## config.mk

```make
export PLATFORM = sky130hd
export DESIGN_NAME = fetch_thread_sel
export DESIGN_NICKNAME = d
export VERILOG_FILES = /design/src/rtl/fsel_pkg.sv /design/src/rtl/fsel_elig.sv /design/src/rtl/fsel_occ_pick.sv /design/src/rtl/fsel_rr_list.sv /design/src/rtl/fetch_thread_sel.sv
export SDC_FILE = /design/constraint.sdc
export NUM_CORES = 1
export LEC_CHECK = 0
export ABC_AREA = 1
export BUFFER_PORTS_ARGS = -buffer_cell sky130_fd_sc_hd__buf_2
export CORE_MARGIN = 2
export CORE_UTILIZATION = 55
export CTS_BUF_LIST = sky130_fd_sc_hd__clkbuf_4
export DETAILED_ROUTE_END_ITERATION = 16
export PLACE_DENSITY = 0.84
export SETUP_SLACK_MARGIN = 0.5
export SKIP_LAST_GASP = 1
export SLEW_MARGIN = 20
export SYNTH_ARGS = -nofsm -noshare
export SYNTH_HDL_FRONTEND = slang
export SYNTH_SLANG_ARGS = --single-unit
```

## constraint.sdc

```tcl
create_clock -name clk -period 4.55 [get_ports clk]
set_clock_uncertainty 0.1 [all_clocks]
set_input_delay 0 -clock clk [delete_from_list [all_inputs] [get_ports clk]]
set_output_delay 0 -clock clk [all_outputs]
set_load 0.01 [all_outputs]
```

## src/rtl/fsel_pkg.sv

```systemverilog
package fsel_pkg;

    localparam int STATE_W  = 3;
    localparam int POLICY_W = 3;

    // Fetch-state codes; only the first three allow fetching.
    localparam logic [STATE_W-1:0] ST_RUNNING   = 3'd0;
    localparam logic [STATE_W-1:0] ST_FILLED    = 3'd1;
    localparam logic [STATE_W-1:0] ST_IDLE      = 3'd2;
    localparam logic [STATE_W-1:0] ST_BLOCKED   = 3'd3;
    localparam logic [STATE_W-1:0] ST_SQUASHING = 3'd4;
    localparam logic [STATE_W-1:0] ST_MISS_WAIT = 3'd5;
    localparam logic [STATE_W-1:0] ST_TRAP      = 3'd6;
    localparam logic [STATE_W-1:0] ST_QUIESCE   = 3'd7;

    typedef enum logic [POLICY_W-1:0] {
        POL_SINGLE     = 3'd0,
        POL_ROTATE     = 3'd1,
        POL_IQ_LOW     = 3'd2,
        POL_LSQ_LOW    = 3'd3,
        POL_BRANCH_RSV = 3'd4
    } policy_e;

    function automatic logic state_can_fetch(input logic [STATE_W-1:0] st);
        return (st == ST_RUNNING) || (st == ST_FILLED) || (st == ST_IDLE);
    endfunction

endpackage

```

## src/rtl/fsel_elig.sv

```systemverilog
module fsel_elig #(
    parameter int N = 4
) (
    input  logic [N-1:0]                   act,
    input  logic [N*fsel_pkg::STATE_W-1:0] st_flat,
    output logic [N-1:0]                   elig
);
    localparam int SW = fsel_pkg::STATE_W;

    for (genvar gi = 0; gi < N; gi++) begin : g_thr
        assign elig[gi] = act[gi] && fsel_pkg::state_can_fetch(st_flat[gi*SW +: SW]);
    end
endmodule

```

## src/rtl/fsel_occ_pick.sv

```systemverilog
module fsel_occ_pick #(
    parameter int N     = 4,
    parameter int CNT_W = 6,
    parameter int TID_W = 2
) (
    input  logic [N-1:0]       elig,
    input  logic [N*CNT_W-1:0] cnt_flat,
    output logic               pick_valid,
    output logic [TID_W-1:0]   pick_tid
);
    logic [CNT_W-1:0] cnt [N];
    logic [CNT_W-1:0] best_cnt;

    for (genvar gi = 0; gi < N; gi++) begin : g_unpack
        assign cnt[gi] = cnt_flat[gi*CNT_W +: CNT_W];
    end

    // Strict less-than keeps the lowest thread number on equal counts.
    always_comb begin
        pick_valid = 1'b0;
        pick_tid   = '0;
        best_cnt   = '0;
        for (int i = 0; i < N; i++) begin
            if (elig[i] && (!pick_valid || cnt[i] < best_cnt)) begin
                pick_valid = 1'b1;
                pick_tid   = TID_W'(i);
                best_cnt   = cnt[i];
            end
        end
    end
endmodule

```

## src/rtl/fsel_rr_list.sv

```systemverilog
module fsel_rr_list #(
    parameter int N     = 4,
    parameter int TID_W = 2,
    parameter int LEN_W = 3
) (
    input  logic             clk,
    input  logic             rst,
    input  logic [N-1:0]     elig,
    input  logic             advance,
    input  logic             deact_valid,
    input  logic [TID_W-1:0] deact_tid,
    output logic             pick_valid,
    output logic [TID_W-1:0] pick_tid
);
    logic [TID_W-1:0] list_q   [N];
    logic [TID_W-1:0] list_mid [N];
    logic [TID_W-1:0] list_nxt [N];
    logic [LEN_W-1:0] len_q, len_nxt;
    logic [TID_W-1:0] tail_tid;
    logic             hit;
    int               pick_pos, hit_pos;

    // Scan from the head for the first eligible entry.
    always_comb begin
        pick_valid = 1'b0;
        pick_tid   = '0;
        pick_pos   = 0;
        for (int i = 0; i < N; i++) begin
            if (!pick_valid && i < int'(len_q) && elig[list_q[i]]) begin
                pick_valid = 1'b1;
                pick_tid   = list_q[i];
                pick_pos   = i;
            end
        end
    end

    // Step one: move the granted entry to the tail.
    always_comb begin
        list_mid = list_q;
        if (advance && pick_valid) begin
            for (int i = 0; i < N; i++) begin
                if (i >= pick_pos && i < int'(len_q) - 1)
                    list_mid[i] = list_q[(i + 1 < N) ? i + 1 : i];
                else if (i == int'(len_q) - 1)
                    list_mid[i] = pick_tid;
            end
        end
    end

    // Step two: drop the deactivated thread and close the gap.
    always_comb begin
        hit     = 1'b0;
        hit_pos = 0;
        for (int i = 0; i < N; i++) begin
            if (!hit && deact_valid && i < int'(len_q) && list_mid[i] == deact_tid) begin
                hit     = 1'b1;
                hit_pos = i;
            end
        end
        list_nxt = list_mid;
        len_nxt  = len_q;
        if (hit) begin
            for (int i = 0; i < N; i++) begin
                if (i >= hit_pos && i < int'(len_q) - 1)
                    list_nxt[i] = list_mid[(i + 1 < N) ? i + 1 : i];
            end
            len_nxt = len_q - 1'b1;
        end
    end

    always_ff @(posedge clk) begin
        if (rst) begin
            for (int i = 0; i < N; i++) list_q[i] <= TID_W'(i);
            len_q <= LEN_W'(N);
        end else begin
            list_q <= list_nxt;
            len_q  <= len_nxt;
        end
    end

    always_comb begin
        tail_tid = '0;
        for (int i = 0; i < N; i++)
            if (i == int'(len_q) - 1) tail_tid = list_q[i];
    end

    assert_len_never_grows_R11: assert property (@(posedge clk) disable iff (rst)
        len_q <= $past(len_q));

    assert_grant_to_tail_R4: assert property (@(posedge clk) disable iff (rst)
        (advance && pick_valid && !deact_valid) |=> (tail_tid == $past(pick_tid)));

    assert_removal_shrinks_R11: assert property (@(posedge clk) disable iff (rst)
        (deact_valid && hit) |=> (len_q + 1'b1 == $past(len_q)));

    assert_idle_list_stable_R4: assert property (@(posedge clk) disable iff (rst)
        (!advance && !deact_valid) |=> $stable(len_q));
endmodule

```

## src/rtl/fetch_thread_sel.sv

```systemverilog
module fetch_thread_sel #(
    parameter  int N     = 4,
    parameter  int CNT_W = 6,
    localparam int TID_W = (N > 1) ? $clog2(N) : 1,
    localparam int LEN_W = $clog2(N + 1)
) (
    input  logic                           clk,
    input  logic                           rst,
    input  logic [fsel_pkg::POLICY_W-1:0]  policy_sel,
    input  logic [N-1:0]                   thread_active,
    input  logic [N*fsel_pkg::STATE_W-1:0] thread_state,
    input  logic [N*CNT_W-1:0]             iq_occ,
    input  logic [N*CNT_W-1:0]             lsq_occ,
    input  logic                           deact_valid,
    input  logic [TID_W-1:0]               deact_tid,
    output logic                           sel_valid,
    output logic [TID_W-1:0]               sel_tid
);
    import fsel_pkg::*;

    logic [N-1:0]     elig;
    logic             rr_valid, iq_valid, lsq_valid, solo_valid, solo_found;
    logic [TID_W-1:0] rr_tid, iq_tid, lsq_tid, solo_tid;
    logic             rr_advance;

    fsel_elig #(.N(N)) u_elig (
        .act     (thread_active),
        .st_flat (thread_state),
        .elig    (elig)
    );

    fsel_occ_pick #(.N(N), .CNT_W(CNT_W), .TID_W(TID_W)) u_iq_pick (
        .elig       (elig),
        .cnt_flat   (iq_occ),
        .pick_valid (iq_valid),
        .pick_tid   (iq_tid)
    );

    fsel_occ_pick #(.N(N), .CNT_W(CNT_W), .TID_W(TID_W)) u_lsq_pick (
        .elig       (elig),
        .cnt_flat   (lsq_occ),
        .pick_valid (lsq_valid),
        .pick_tid   (lsq_tid)
    );

    assign rr_advance = (policy_sel == POL_ROTATE);

    fsel_rr_list #(.N(N), .TID_W(TID_W), .LEN_W(LEN_W)) u_rr_list (
        .clk         (clk),
        .rst         (rst),
        .elig        (elig),
        .advance     (rr_advance),
        .deact_valid (deact_valid),
        .deact_tid   (deact_tid),
        .pick_valid  (rr_valid),
        .pick_tid    (rr_tid)
    );

    // Single mode: the lowest active thread is the only candidate.
    always_comb begin
        solo_found = 1'b0;
        solo_tid   = '0;
        for (int i = 0; i < N; i++) begin
            if (!solo_found && thread_active[i]) begin
                solo_found = 1'b1;
                solo_tid   = TID_W'(i);
            end
        end
        solo_valid = solo_found && elig[solo_tid];
    end

    always_comb begin
        sel_valid = 1'b0;
        sel_tid   = '0;
        case (policy_sel)
            POL_SINGLE:  begin sel_valid = solo_valid; sel_tid = solo_tid; end
            POL_ROTATE:  begin sel_valid = rr_valid;   sel_tid = rr_tid;   end
            POL_IQ_LOW:  begin sel_valid = iq_valid;   sel_tid = iq_tid;   end
            POL_LSQ_LOW: begin sel_valid = lsq_valid;  sel_tid = lsq_tid;  end
            default:     begin sel_valid = 1'b0;       sel_tid = '0;       end
        endcase
        if (!sel_valid) sel_tid = '0;
    end

    assert_grant_eligible_R1: assert property (@(posedge clk) disable iff (rst)
        sel_valid |-> (thread_active[sel_tid] &&
                       thread_state[sel_tid*STATE_W +: STATE_W] <= ST_IDLE));

    assert_reserved_no_grant_R9: assert property (@(posedge clk) disable iff (rst)
        (policy_sel >= POL_BRANCH_RSV) |-> !sel_valid);

    assert_single_lowest_R2: assert property (@(posedge clk) disable iff (rst)
        (policy_sel == POL_SINGLE && sel_valid) |->
            ((thread_active & ~({N{1'b1}} << sel_tid)) == '0));

    assert_invalid_zero_tid_R8: assert property (@(posedge clk) disable iff (rst)
        !sel_valid |-> (sel_tid == '0));
endmodule

```

# Word-level counts from Yosys, hierarchy flattened

Cells that the tools add are included.

Bits in registers: 11
Output and inout bits: 3
Word-level logic and storage cells: 195

Add/subtract/negate cells: 2
$lt $le $gt $ge: 26
Equality and inequality tests: 18
Muxes and demuxes: 70
Reduce and logical (&&, ||, !) cells: 74

Operator list:

| operator            | count |
|---|---|
| $eq 3x32->1 const A | 2 |
| $lt 3x32->1 const A | 2 |
| $mux 2              | 26 |
| $logic_and 1x1->1   | 40 |
| $lt 6x6->1          | 6 |
| $mux 6              | 6 |
| $eq 2x32->1 const A | 1 |
| $logic_not 32->1    | 1 |
| $lt 1x32->1 const A | 1 |
| $lt 2x32->1 const A | 1 |
| $mux 1              | 29 |
| $eq 3x2->1 const B  | 6 |
| $mux 8              | 2 |
| $eq 3x1->1 const B  | 5 |
| $logic_not 3->1     | 5 |
| $lt 2x3->1 const B  | 5 |
| $logic_not 1->1     | 14 |
| $logic_or 1x1->1    | 14 |
| $bmux 1 s2          | 5 |
| $eq 2x2->1          | 4 |
| $ge 1x2->1 const A  | 4 |
| $pmux 2 s4          | 1 |
| $ge 2x2->1 const A  | 3 |
| $lt 1x3->1 const A  | 2 |
| 4 further kinds     | 5 |

# Depth between registers and ports, before layout

Gate-level depths: netlist of the first run.

Depth in word-level cells: 46
Depth in mapped cells: 38
Depth with buffers taken out: 34

# Modules after synthesis

From an unflattened synthesis of the first run, not the netlist that was laid out.

Cell total of the unflattened synthesis: 527
Area, all modules: 2912.8 um2

Modules (own cells, without submodules):

| module           | instances | cells each | area an instance (um2) | sequential area each (um2) |
|---|---|---|---|---|
| fsel_rr_list     | 1         | 256        | 1458.9                 | 220.2 |
| fsel_occ_pick    | 2         | 104        | 584.3                  | 0.0 |
| fetch_thread_sel | 1         | 43         | 210.2                  | 0.0 |
| fsel_elig        | 1         | 20         | 75.1                   | 0.0 |

# Worst setup path before layout of the first run

Ideal clock, no wire load.

Path type: input port to output port
Start: input port thread_active[0]
End: output port sel_tid[1]
Arrival: 4.076 ns
Required time: 4.450 ns
Slack: 0.374 ns
Stages: 36
Buffers on the path: 4
Cell sequence: inv_2 -> nor2_4 -> and2_4 -> buf_6 -> clkbuf_1 -> nand2_1 -> ha_1 -> a21oi_1 -> o21a_1 -> nand2_1 -> nand2_1 -> nand2_1 -> clkbuf_1 -> o21ai_0 -> ha_1 -> a21oi_1 -> nor2_1 -> a211oi_1 -> nand2_1 -> nand2_1 -> nand2_1 -> clkbuf_1 -> nand2_1 -> o21ai_0 -> ha_1 -> a21oi_1 -> nor2_1 -> a211oi_1 -> nand2_1 -> nand2_1 -> nand2_1 -> nand2_1 -> nand2_1 -> nand3_1 -> nand2_1 -> inv_1

Word-level cells in the longest chain between the ends: 19
Elaborated cells between the ends (all ways): 86
Classes of those cells: 6 x order compare; 45 x mux; 35 x reduce/logical

Ends and longest elaborated chain:

| item                                                                | line                   | source |
|---|---|---|
| start, declared                                                     | fetch_thread_sel.sv:10 | `input logic [N-1:0] thread_active,` |
| parallel branches: the longest is 18 deep, another holds $lt 6x6->1 | -                      |  |
| $mux 2 *                                                            | fetch_thread_sel.sv:82 | `if (!sel_valid) sel_tid = '0;` |
| end, declared                                                       | fetch_thread_sel.sv:17 | `output logic [TID_W-1:0] sel_tid` |

Mark *: on every way between the ends. The select of a mux whose other input is x is not followed.

# Final worst setup path of the first run

Ends and elaborated chain as after synthesis.

==> results of run 1 <==
## Yosys cell counts
| library cell | number |
|---|---|
| sky130_fd_sc_hd__ha_1 | 35 |
| sky130_fd_sc_hd__o21a_1 | 3 |
| sky130_fd_sc_hd__inv_2 | 7 |
| sky130_fd_sc_hd__a211oi_1 | 4 |
| sky130_fd_sc_hd__nor4_1 | 2 |
| sky130_fd_sc_hd__o22ai_1 | 2 |
| sky130_fd_sc_hd__o211ai_1 | 9 |
| sky130_fd_sc_hd__o21ai_1 | 3 |
| sky130_fd_sc_hd__clkinv_1 | 3 |
| sky130_fd_sc_hd__xor2_1 | 2 |
| sky130_fd_sc_hd__nand3_1 | 31 |
| sky130_fd_sc_hd__buf_2 | 1 |
| sky130_fd_sc_hd__buf_6 | 1 |
| sky130_fd_sc_hd__nand2_4 | 2 |
| sky130_fd_sc_hd__and2_4 | 1 |
| sky130_fd_sc_hd__or2_2 | 1 |
| sky130_fd_sc_hd__clkbuf_1 | 5 |
| sky130_fd_sc_hd__nand4_2 | 1 |
| sky130_fd_sc_hd__inv_1 | 44 |
| sky130_fd_sc_hd__o21bai_1 | 1 |
| sky130_fd_sc_hd__nand2_2 | 11 |
| sky130_fd_sc_hd__a22oi_1 | 1 |
| sky130_fd_sc_hd__nand3b_2 | 1 |
| sky130_fd_sc_hd__dfxtp_1 | 11 |
| sky130_fd_sc_hd__nand2_1 | 174 |
| sky130_fd_sc_hd__a21oi_1 | 18 |
| sky130_fd_sc_hd__nor2_2 | 7 |
| sky130_fd_sc_hd__nor3_1 | 5 |
| sky130_fd_sc_hd__nor2_4 | 4 |
| sky130_fd_sc_hd__o21ai_2 | 3 |
| sky130_fd_sc_hd__o21ai_0 | 30 |
| sky130_fd_sc_hd__nand4_1 | 2 |
| sky130_fd_sc_hd__nor2_1 | 38 |
| sky130_fd_sc_hd__nand3_2 | 5 |
| sky130_fd_sc_hd__nand3b_1 | 1 |
## final cells by class
class / count / area share, %
tap: 54 / 1.88
timing repair buffer: 98 / 16.3
sequential: 11 / 6.13
inverter: 54 / 5.72
clock buffer: 3 / 0.627
multi-input combinational: 400 / 69.2
clock inverter: 1 / 0.139
## flip-flops by register name, summed over array words and instances, names as in the netlist
signal,count
u_rr_list.len_q,3
u_rr_list.list_q,8
## worst max-delay path, delay by kind of cell
kind / cells / cell delay (ps)
adders and majority gates: 3 / 900
buffers and inverters: 6 / 500
AOI/OAI and AO/OA: 5 / 800
and+or+nand+nor: 23 / 2080
## repair_timing
item / 4_1_cts / 5_1_grt
pin swaps: 10 / 30
gates resized for setup: 25 / 51
buffers inserted: 9 / 13
setup endpoints to repair: 2 / 2
endpoints found under the hold margin: 2 / 0
gates cloned: 1 / 2
hold buffers: 1 / 0
## metrics by stage
| stage | hold slack [ps] | setup WS (ps) | setup TNS [ps] | cell area [sq um] |
|---|---|---|---|---|
| finish | 250 | 172 | 0 | 3590 |
| global route | 318 | -63.2 | -92.4 | 3590 |
| CTS | 238 | 506 | 0 | 3220 |
| detailed placement | 110 | -91.0 | -142 | 3030 |
| global placement | 108 | 1.78 | 0 | 3030 |
| floorplan | 6.58 | 537 | 0 | 2620 |
## report_power, final
part / internal (mW) / switching [mW] / leakage [nW]
Sequential: 0.132 / 0.0483 / 0.0906
Clock: 0.0327 / 0.0355 / 0.0177
Combinational: 0.352 / 0.635 / 1.86
## worst max-delay path by stage
stage          slack [ps]        startpoint  cells past startpoint          to
6_report              170  thread_active[0]                     37  sel_tid[1]
5_1_grt               -60  thread_active[0]                     37  sel_tid[1]
4_1_cts               510  thread_active[0]                     35  sel_tid[1]
3_5_place_dp          -90  thread_active[0]                     33  sel_tid[1]
3_3_place_gp            2   thread_state[2]                     32  sel_tid[1]
2_1_floorplan         540  thread_active[0]                     36  sel_tid[1]
## per-layer routing
layer	track usage [%]	part of all wire (%)
met2	50.6	47
met4	10.1	5.3
met1	35.7	37
met3	0.967	9.9
met5	0	0
## cells by family (layout without fill, tap and decap cells)
logic type / count (synthesis) / after routing / synth area share (%)
and+or+nand+nor: 286 / 289 / 48.8
adders and majority gates: 35 / 35 / 16.7
DFF: 11 / 11 / 8.40
AOI/OAI and AO/OA: 74 / 74 / 16.4
buffers and inverters: 61 / 156 / 9.07
xor gates and xnor gates: 2 / 2 / 0.669
==> impl_metrics.xml, run 1 <==
<?xml version="1.0" encoding="UTF-8"?>
<metrics>
  <group name="worst_setup_path">
    <metric name="arrival" unit="ps">4280</metric>
    <metric name="regToRegEndpoint" unit="">u_rr_list.len_q[0]$_SDFFE_PP0N_</metric>
    <metric name="timing.critical_path.required" unit="ps">4450</metric>
    <metric name="timing.critical_path.to_type" unit="">output port</metric>
    <metric name="path_common_cell" unit="">sky130_fd_sc_hd__nand2_1</metric>
    <metric name="critical_path.reg2reg.startpoint" unit="">u_rr_list.len_q[0]$_SDFFE_PP0N_</metric>
    <metric name="max_fanout_on_critical_path" unit="">9</metric>
    <metric name="reg2regPathDepth" unit="">21</metric>
    <metric name="crit_slowest_cell" unit="">sky130_fd_sc_hd__ha_1</metric>
    <metric name="critical_path.max_stage_delay" unit="ps">310</metric>
    <metric name="rrSetupSlack" unit="ps">1420</metric>
    <metric name="timing.setup.critical_path_class" unit="">input port to output port</metric>
    <metric name="worst_setup_path_start_kind" unit="">input port</metric>
  </group>
  <group name="layout">
    <metric name="drive_above_1_share" unit="%">34.4</metric>
    <metric name="design.final.nets" unit="">675</metric>
    <metric name="fin_util" unit="%">77.0</metric>
    <metric name="stdcell_count" unit="">621</metric>
    <metric name="filler_cell_count" unit="">316</metric>
    <metric name="final_common_cell" unit="">sky130_fd_sc_hd__nand2_1</metric>
    <metric name="seqCellArea" unit="sq um">220</metric>
    <metric name="antenna-diode-count" unit="">0</metric>
    <metric name="multiInputGateArea" unit="sq mm">0.00248</metric>
    <metric name="final_cell_mix" unit="">sky130_fd_sc_hd__nand2_1 (150), sky130_fd_sc_hd__buf_2 (72), sky130_fd_sc_hd__inv_1 (44), sky130_fd_sc_hd__nor2_1 (38), sky130_fd_sc_hd__nand3_1 (31)</metric>
    <metric name="area_delta_synth_final" unit="%">37.0</metric>
  </group>
  <group name="global_route">
    <metric name="grt_overflow" unit="">0</metric>
    <metric name="pin_count_of_the_biggest_net_entering_global_routing" unit="">12</metric>
    <metric name="grt_first_pass_wirelength" unit="um">12200</metric>
    <metric name="vias_in_the_first_global_route" unit="">2911</metric>
    <metric name="grt_usage" unit="%">28.2</metric>
    <metric name="initial_antenna_violation_count" unit="">0</metric>
  </group>
  <group name="detailed_routing">
    <metric name="route.detailed.wl_per_inst" unit="um">16.3</metric>
    <metric name="route.detailed.vias_per_inst" unit="">5.95</metric>
    <metric name="routed_wirelength" unit="um">10200</metric>
    <metric name="route.detailed.drc" unit="">0</metric>
    <metric name="antenna_violating_nets_post_route" unit="">0</metric>
    <metric name="drt_iter0_markers" unit="">489</metric>
    <metric name="drt-pass1-iter-count" unit="">5</metric>
    <metric name="via_count" unit="">3696</metric>
  </group>
  <group name="timing">
    <metric name="timing_hold_violations_final" unit="">0</metric>
    <metric name="rsz0062_at_grt" unit="">true</metric>
    <metric name="tightestPinTransition" unit="ps">495</metric>
    <metric name="slew_headroom" unit="%">66.7</metric>
    <metric name="timing.fmax" unit="MHz">228</metric>
    <metric name="period_share" unit="%">96.2</metric>
    <metric name="slew_viol_final" unit="">0</metric>
    <metric name="finalWorstPathRequiredPeriod" unit="ps">4380</metric>
    <metric name="setup_viol" unit="">0</metric>
  </group>
  <group name="cts">
    <metric name="later_pin_clock_latency_in_the_skew_report" unit="ps">280</metric>
    <metric name="tritoncts" unit="">built</metric>
    <metric name="cts.htree.levels" unit="">1</metric>
    <metric name="cts.path.max_buffers" unit="">2</metric>
    <metric name="tritoncts.num_buffers" unit="">3</metric>
    <metric name="cts.clk_slew.worst_paths" unit="ps">70</metric>
    <metric name="clock_sink_count" unit="">11</metric>
    <metric name="clockRootBuffer" unit="">sky130_fd_sc_hd__clkbuf_4</metric>
  </group>
  <group name="synthesis">
    <metric name="syn_inst" unit="">469</metric>
    <metric name="syn_area_per_cell" unit="sq um">5.59</metric>
    <metric name="synthesis_stage_register_bit_count" unit="">11</metric>
    <metric name="synth.distinct_cells" unit="">35</metric>
    <metric name="post_synth_main_area_contributors" unit="">sky130_fd_sc_hd__nand2_1 (25%), sky130_fd_sc_hd__ha_1 (17%), sky130_fd_sc_hd__dfxtp_1 (8.4%)</metric>
    <metric name="synth_fp_nets" unit="">576</metric>
    <metric name="synth_largest_type_area_fraction" unit="%">24.9</metric>
    <metric name="synth-seq-area-share" unit="%">8.40</metric>
    <metric name="yosys.area.top_type" unit="">sky130_fd_sc_hd__nand2_1</metric>
    <metric name="netlist_area" unit="sq mm">0.00262</metric>
    <metric name="ys_warn_count" unit="">0</metric>
  </group>
  <group name="place">
    <metric name="place_congestion" unit="">0.889</metric>
    <metric name="final_hpwl_from_detailed_placement" unit="um">6050</metric>
    <metric name="placed_cells" unit="">591</metric>
    <metric name="port_buffers" unit="">74</metric>
  </group>
  <group name="hold_path">
    <metric name="hold_depth" unit="">7</metric>
    <metric name="hp-start" unit="">deact_tid[0]</metric>
    <metric name="worst_hold_path_type" unit="">input port to flip-flop</metric>
    <metric name="holdPathEnd" unit="">u_rr_list.list_q[2]$_SDFF_PP0_</metric>
  </group>
  <group name="floorplan">
    <metric name="design.portCount" unit="">75</metric>
    <metric name="fp.dieH" unit="um">73.0</metric>
    <metric name="coreArea" unit="sq mm">0.00466</metric>
    <metric name="std_cell_rows" unit="">25</metric>
    <metric name="die_area" unit="sq mm">0.00533</metric>
    <metric name="die_x" unit="um">73.0</metric>
    <metric name="starting_density_of_the_core" unit="%">56.2</metric>
  </group>
  <group name="power_and_ir_drop">
    <metric name="leakage" unit="nW">1.96</metric>
    <metric name="cellPowerDensity" unit="mW/mm^2">344</metric>
    <metric name="post-layout-total-power" unit="mW">1.24</metric>
    <metric name="worst_ir_drop_vdd" unit="mV">0.319</metric>
  </group>
  <group name="run">
    <metric name="cap_viol_max_count" unit="">0</metric>
  </group>
  <group name="outcome">
    <metric name="run_status" unit="">finished clean</metric>
  </group>
</metrics>
Power figures use the tool's default switching activity.
==> run 2, diff against run 1 <==
==> constraint.sdc (replaced) <==
create_clock -name clk -period 4.1 [get_ports clk]
set_clock_uncertainty 0.1 [all_clocks]
set_input_delay 0 -clock clk [delete_from_list [all_inputs] [get_ports clk]]
set_output_delay 0 -clock clk [all_outputs]
set_load 0.01 [all_outputs]
==> impl_metrics.xml, run 2 (same netlist as run 1, synthesis figures left out) <==
<?xml version="1.0" encoding="UTF-8"?>
<metrics>
  <group name="floorplan">
    <metric name="std_cell_rows" unit="">25</metric>
    <metric name="die_area" unit="sq mm">0.00533</metric>
    <metric name="design.portCount" unit="">75</metric>
    <metric name="starting_density_of_the_core" unit="%">56.2</metric>
    <metric name="fp.dieH" unit="um">73.0</metric>
    <metric name="coreArea" unit="sq mm">0.00466</metric>
    <metric name="die_x" unit="um">73.0</metric>
  </group>
  <group name="timing">
    <metric name="slew_viol_final" unit="">0</metric>
    <metric name="timing.fmax" unit="MHz">240</metric>
    <metric name="finalWorstPathRequiredPeriod" unit="ps">4170</metric>
    <metric name="slew_headroom" unit="%">67.5</metric>
    <metric name="rsz0062_at_grt" unit="">true</metric>
    <metric name="setup_viol" unit="">2</metric>
    <metric name="period_share" unit="%">102</metric>
    <metric name="worst_slack" unit="ps">-71.1</metric>
    <metric name="timing_hold_violations_final" unit="">0</metric>
    <metric name="tightestPinTransition" unit="ps">484</metric>
  </group>
  <group name="global_route">
    <metric name="grt_usage" unit="%">29.8</metric>
    <metric name="pin_count_of_the_biggest_net_entering_global_routing" unit="">11</metric>
    <metric name="initial_antenna_violation_count" unit="">0</metric>
    <metric name="globalRouteMet2Util" unit="%">57.6</metric>
    <metric name="grt_overflow" unit="">0</metric>
    <metric name="grt_first_pass_wirelength" unit="um">13000</metric>
    <metric name="gr-usage-met1" unit="%">34.3</metric>
    <metric name="groute.layer.met3.usage" unit="%">1.24</metric>
    <metric name="gr-max-usage-layer" unit="">met2</metric>
    <metric name="vias_in_the_first_global_route" unit="">3221</metric>
  </group>
  <group name="layout">
    <metric name="layout_top_registers" unit="">u_rr_list.list_q (8), u_rr_list.len_q (3)</metric>
    <metric name="area_delta_synth_final" unit="%">32.0</metric>
    <metric name="largest_register_ffs" unit="">8</metric>
    <metric name="final_cell_mix" unit="">sky130_fd_sc_hd__nand2_1 (157), sky130_fd_sc_hd__buf_2 (73), sky130_fd_sc_hd__inv_1 (42), sky130_fd_sc_hd__nor2_1 (38), sky130_fd_sc_hd__nand3_1 (31)</metric>
    <metric name="filler_cell_count" unit="">378</metric>
    <metric name="stdcell_count" unit="">613</metric>
    <metric name="drive_above_1_share" unit="%">32.7</metric>
    <metric name="antenna-diode-count" unit="">0</metric>
    <metric name="final_common_cell" unit="">sky130_fd_sc_hd__nand2_1</metric>
    <metric name="max_flop_register" unit="">u_rr_list.list_q</metric>
    <metric name="final_design_area_no_fill" unit="sq mm">0.00346</metric>
    <metric name="design.final.nets" unit="">667</metric>
  </group>
  <group name="worst_setup_path">
    <metric name="regToRegEndpoint" unit="">u_rr_list.len_q[1]$_SDFFE_PP0N_</metric>
    <metric name="worst_setup_path_start_kind" unit="">input port</metric>
    <metric name="critical_path.max_stage_delay" unit="ps">330</metric>
    <metric name="reg2regPathDepth" unit="">22</metric>
    <metric name="crit_slowest_cell" unit="">sky130_fd_sc_hd__ha_1</metric>
    <metric name="rrSetupSlack" unit="ps">1120</metric>
    <metric name="timing.setup.critical_path_class" unit="">input port to output port</metric>
    <metric name="max_fanout_on_critical_path" unit="">6</metric>
    <metric name="path_common_cell" unit="">sky130_fd_sc_hd__nand2_1</metric>
    <metric name="timing.critical_path.to_type" unit="">output port</metric>
    <metric name="critical_path.reg2reg.startpoint" unit="">u_rr_list.len_q[0]$_SDFFE_PP0N_</metric>
    <metric name="timing.critical_path.required" unit="ps">4000</metric>
    <metric name="arrival" unit="ps">4070</metric>
  </group>
  <group name="place">
    <metric name="placed_cells" unit="">597</metric>
    <metric name="final_hpwl_from_detailed_placement" unit="um">6160</metric>
    <metric name="place_congestion" unit="">0.894</metric>
    <metric name="placement.cell_area" unit="sq mm">0.00309</metric>
    <metric name="port_buffers" unit="">74</metric>
  </group>
  <group name="cts">
    <metric name="later_pin_clock_latency_in_the_skew_report" unit="ps">260</metric>
    <metric name="tritoncts.num_buffers" unit="">3</metric>
    <metric name="cts.htree.levels" unit="">1</metric>
    <metric name="cts.clk_slew.worst_paths" unit="ps">70</metric>
    <metric name="clock_sink_count" unit="">11</metric>
    <metric name="clockRootBuffer" unit="">sky130_fd_sc_hd__clkbuf_4</metric>
    <metric name="tritoncts" unit="">built</metric>
    <metric name="cts.path.max_buffers" unit="">2</metric>
  </group>
  <group name="detailed_routing">
    <metric name="via_count" unit="">3616</metric>
    <metric name="route.detailed.wl_per_inst" unit="um">14.4</metric>
    <metric name="route.detailed.vias_per_inst" unit="">5.90</metric>
    <metric name="drt-pass1-iter-count" unit="">5</metric>
    <metric name="antenna_violating_nets_post_route" unit="">0</metric>
    <metric name="drt_iter0_markers" unit="">244</metric>
    <metric name="route.detailed.drc" unit="">0</metric>
    <metric name="routed_wirelength" unit="um">8830</metric>
  </group>
  <group name="outcome">
    <metric name="failing_checks" unit="">setup timing</metric>
    <metric name="run_status" unit="">finished with violations</metric>
  </group>
  <group name="run">
    <metric name="cap_viol_max_count" unit="">0</metric>
  </group>
  <group name="power_and_ir_drop">
    <metric name="worst_ir_drop_vdd" unit="mV">0.377</metric>
    <metric name="leakage" unit="nW">1.90</metric>
    <metric name="cellPowerDensity" unit="mW/mm^2">383</metric>
  </group>
  <group name="hold_path">
    <metric name="worst_hold_path_type" unit="">input port to flip-flop</metric>
    <metric name="holdPathEnd" unit="">u_rr_list.list_q[6]$_SDFF_PP0_</metric>
    <metric name="hp-start" unit="">deact_tid[1]</metric>
    <metric name="hold_depth" unit="">8</metric>
  </group>
</metrics>
## run 2: cell types whose count changed in the layout (fill, tap and decap cells not counted), moves of 3 or more
cell	delta
sky130_fd_sc_hd__buf_4	-8
sky130_fd_sc_hd__nand2_1	+7
sky130_fd_sc_hd__nand2_2	-5
sky130_fd_sc_hd__o21ai_0	-4
sky130_fd_sc_hd__inv_2	+3
sky130_fd_sc_hd__o21ai_1	+3
## run 2: where the power goes
| group | switching (mW) | internal (mW) | total (mW) |
|---|---|---|---|
| Clock | 0.0361 | 0.0361 | 0.0722 |
| Sequential | 0.0514 | 0.147 | 0.198 |
| Combinational | 0.678 | 0.378 | 1.06 |
| Total | 0.765 | 0.561 | 1.33 |
## run 2: area by class of cell
| cell class | count | area, sq um | share of cell area (%) |
|---|---|---|---|
| inverters | 54 | 203 | 5.86 |
| flip-flops and latches | 11 | 220 | 6.37 |
| multi-input cells | 401 | 2450 | 70.7 |
| well taps | 54 | 67.6 | 1.95 |
| clock buffers | 3 | 22.5 | 0.651 |
| clock inverters | 1 | 5.00 | 0.145 |
| repair buffers | 89 | 495 | 14.3 |
## run 2: critical path: cells and delay by family
kind | cells | cell delay (ps)
and+or+nand+nor | 21 | 1820
AOI/OAI and AO/OA | 7 | 950
adders and majority gates | 3 | 950
buffers and inverters | 4 | 340
## run 2: what timing repair did
item / in CTS / in global routing
gates resized for setup: 31 / 28
cloned: 2 / 2
hold buffers: 1 / 0
buffers inserted: 3 / 4
hold endpoints to repair: 2 / 0
setup endpoints to repair: 2 / 2
pin swaps: 3 / 23
## run 2: worst max path at each step
stage	depth (start not counted)	from	endpoint	slack (ps)
2_1_floorplan	37	thread_active[0]	sel_tid[0]	300
3_3_place_gp	34	thread_active[0]	sel_tid[1]	-20
3_5_place_dp	33	thread_active[0]	sel_tid[1]	-170
4_1_cts	37	thread_active[0]	sel_tid[1]	200
5_1_grt	35	thread_active[0]	sel_tid[0]	-260
6_report	35	thread_active[0]	sel_tid[1]	-70
## run 2: stage by stage
stage	utilization, %	worst slack, ps	power (mW)	hold slack [ps]	setup TNS [ps]
2_1_floorplan	-	304	0.962	6.58	0
6_report	74.2	-71.1	1.33	277	-133
5_1_grt	74.2	-261	1.48	314	-504
4_1_cts	70.3	197	1.28	263	0
3_5_place_dp	66.3	-169	1.17	108	-332
3_3_place_gp	66.3	-22.0	1.14	107	-43.8
## run 2: per-layer routing
layer | part of all wire [%] | wire [um]
met2 | 51 | 4490
met5 | 0 | 0
met4 | 4.3 | 379
met1 | 38 | 3360
met3 | 6.8 | 598
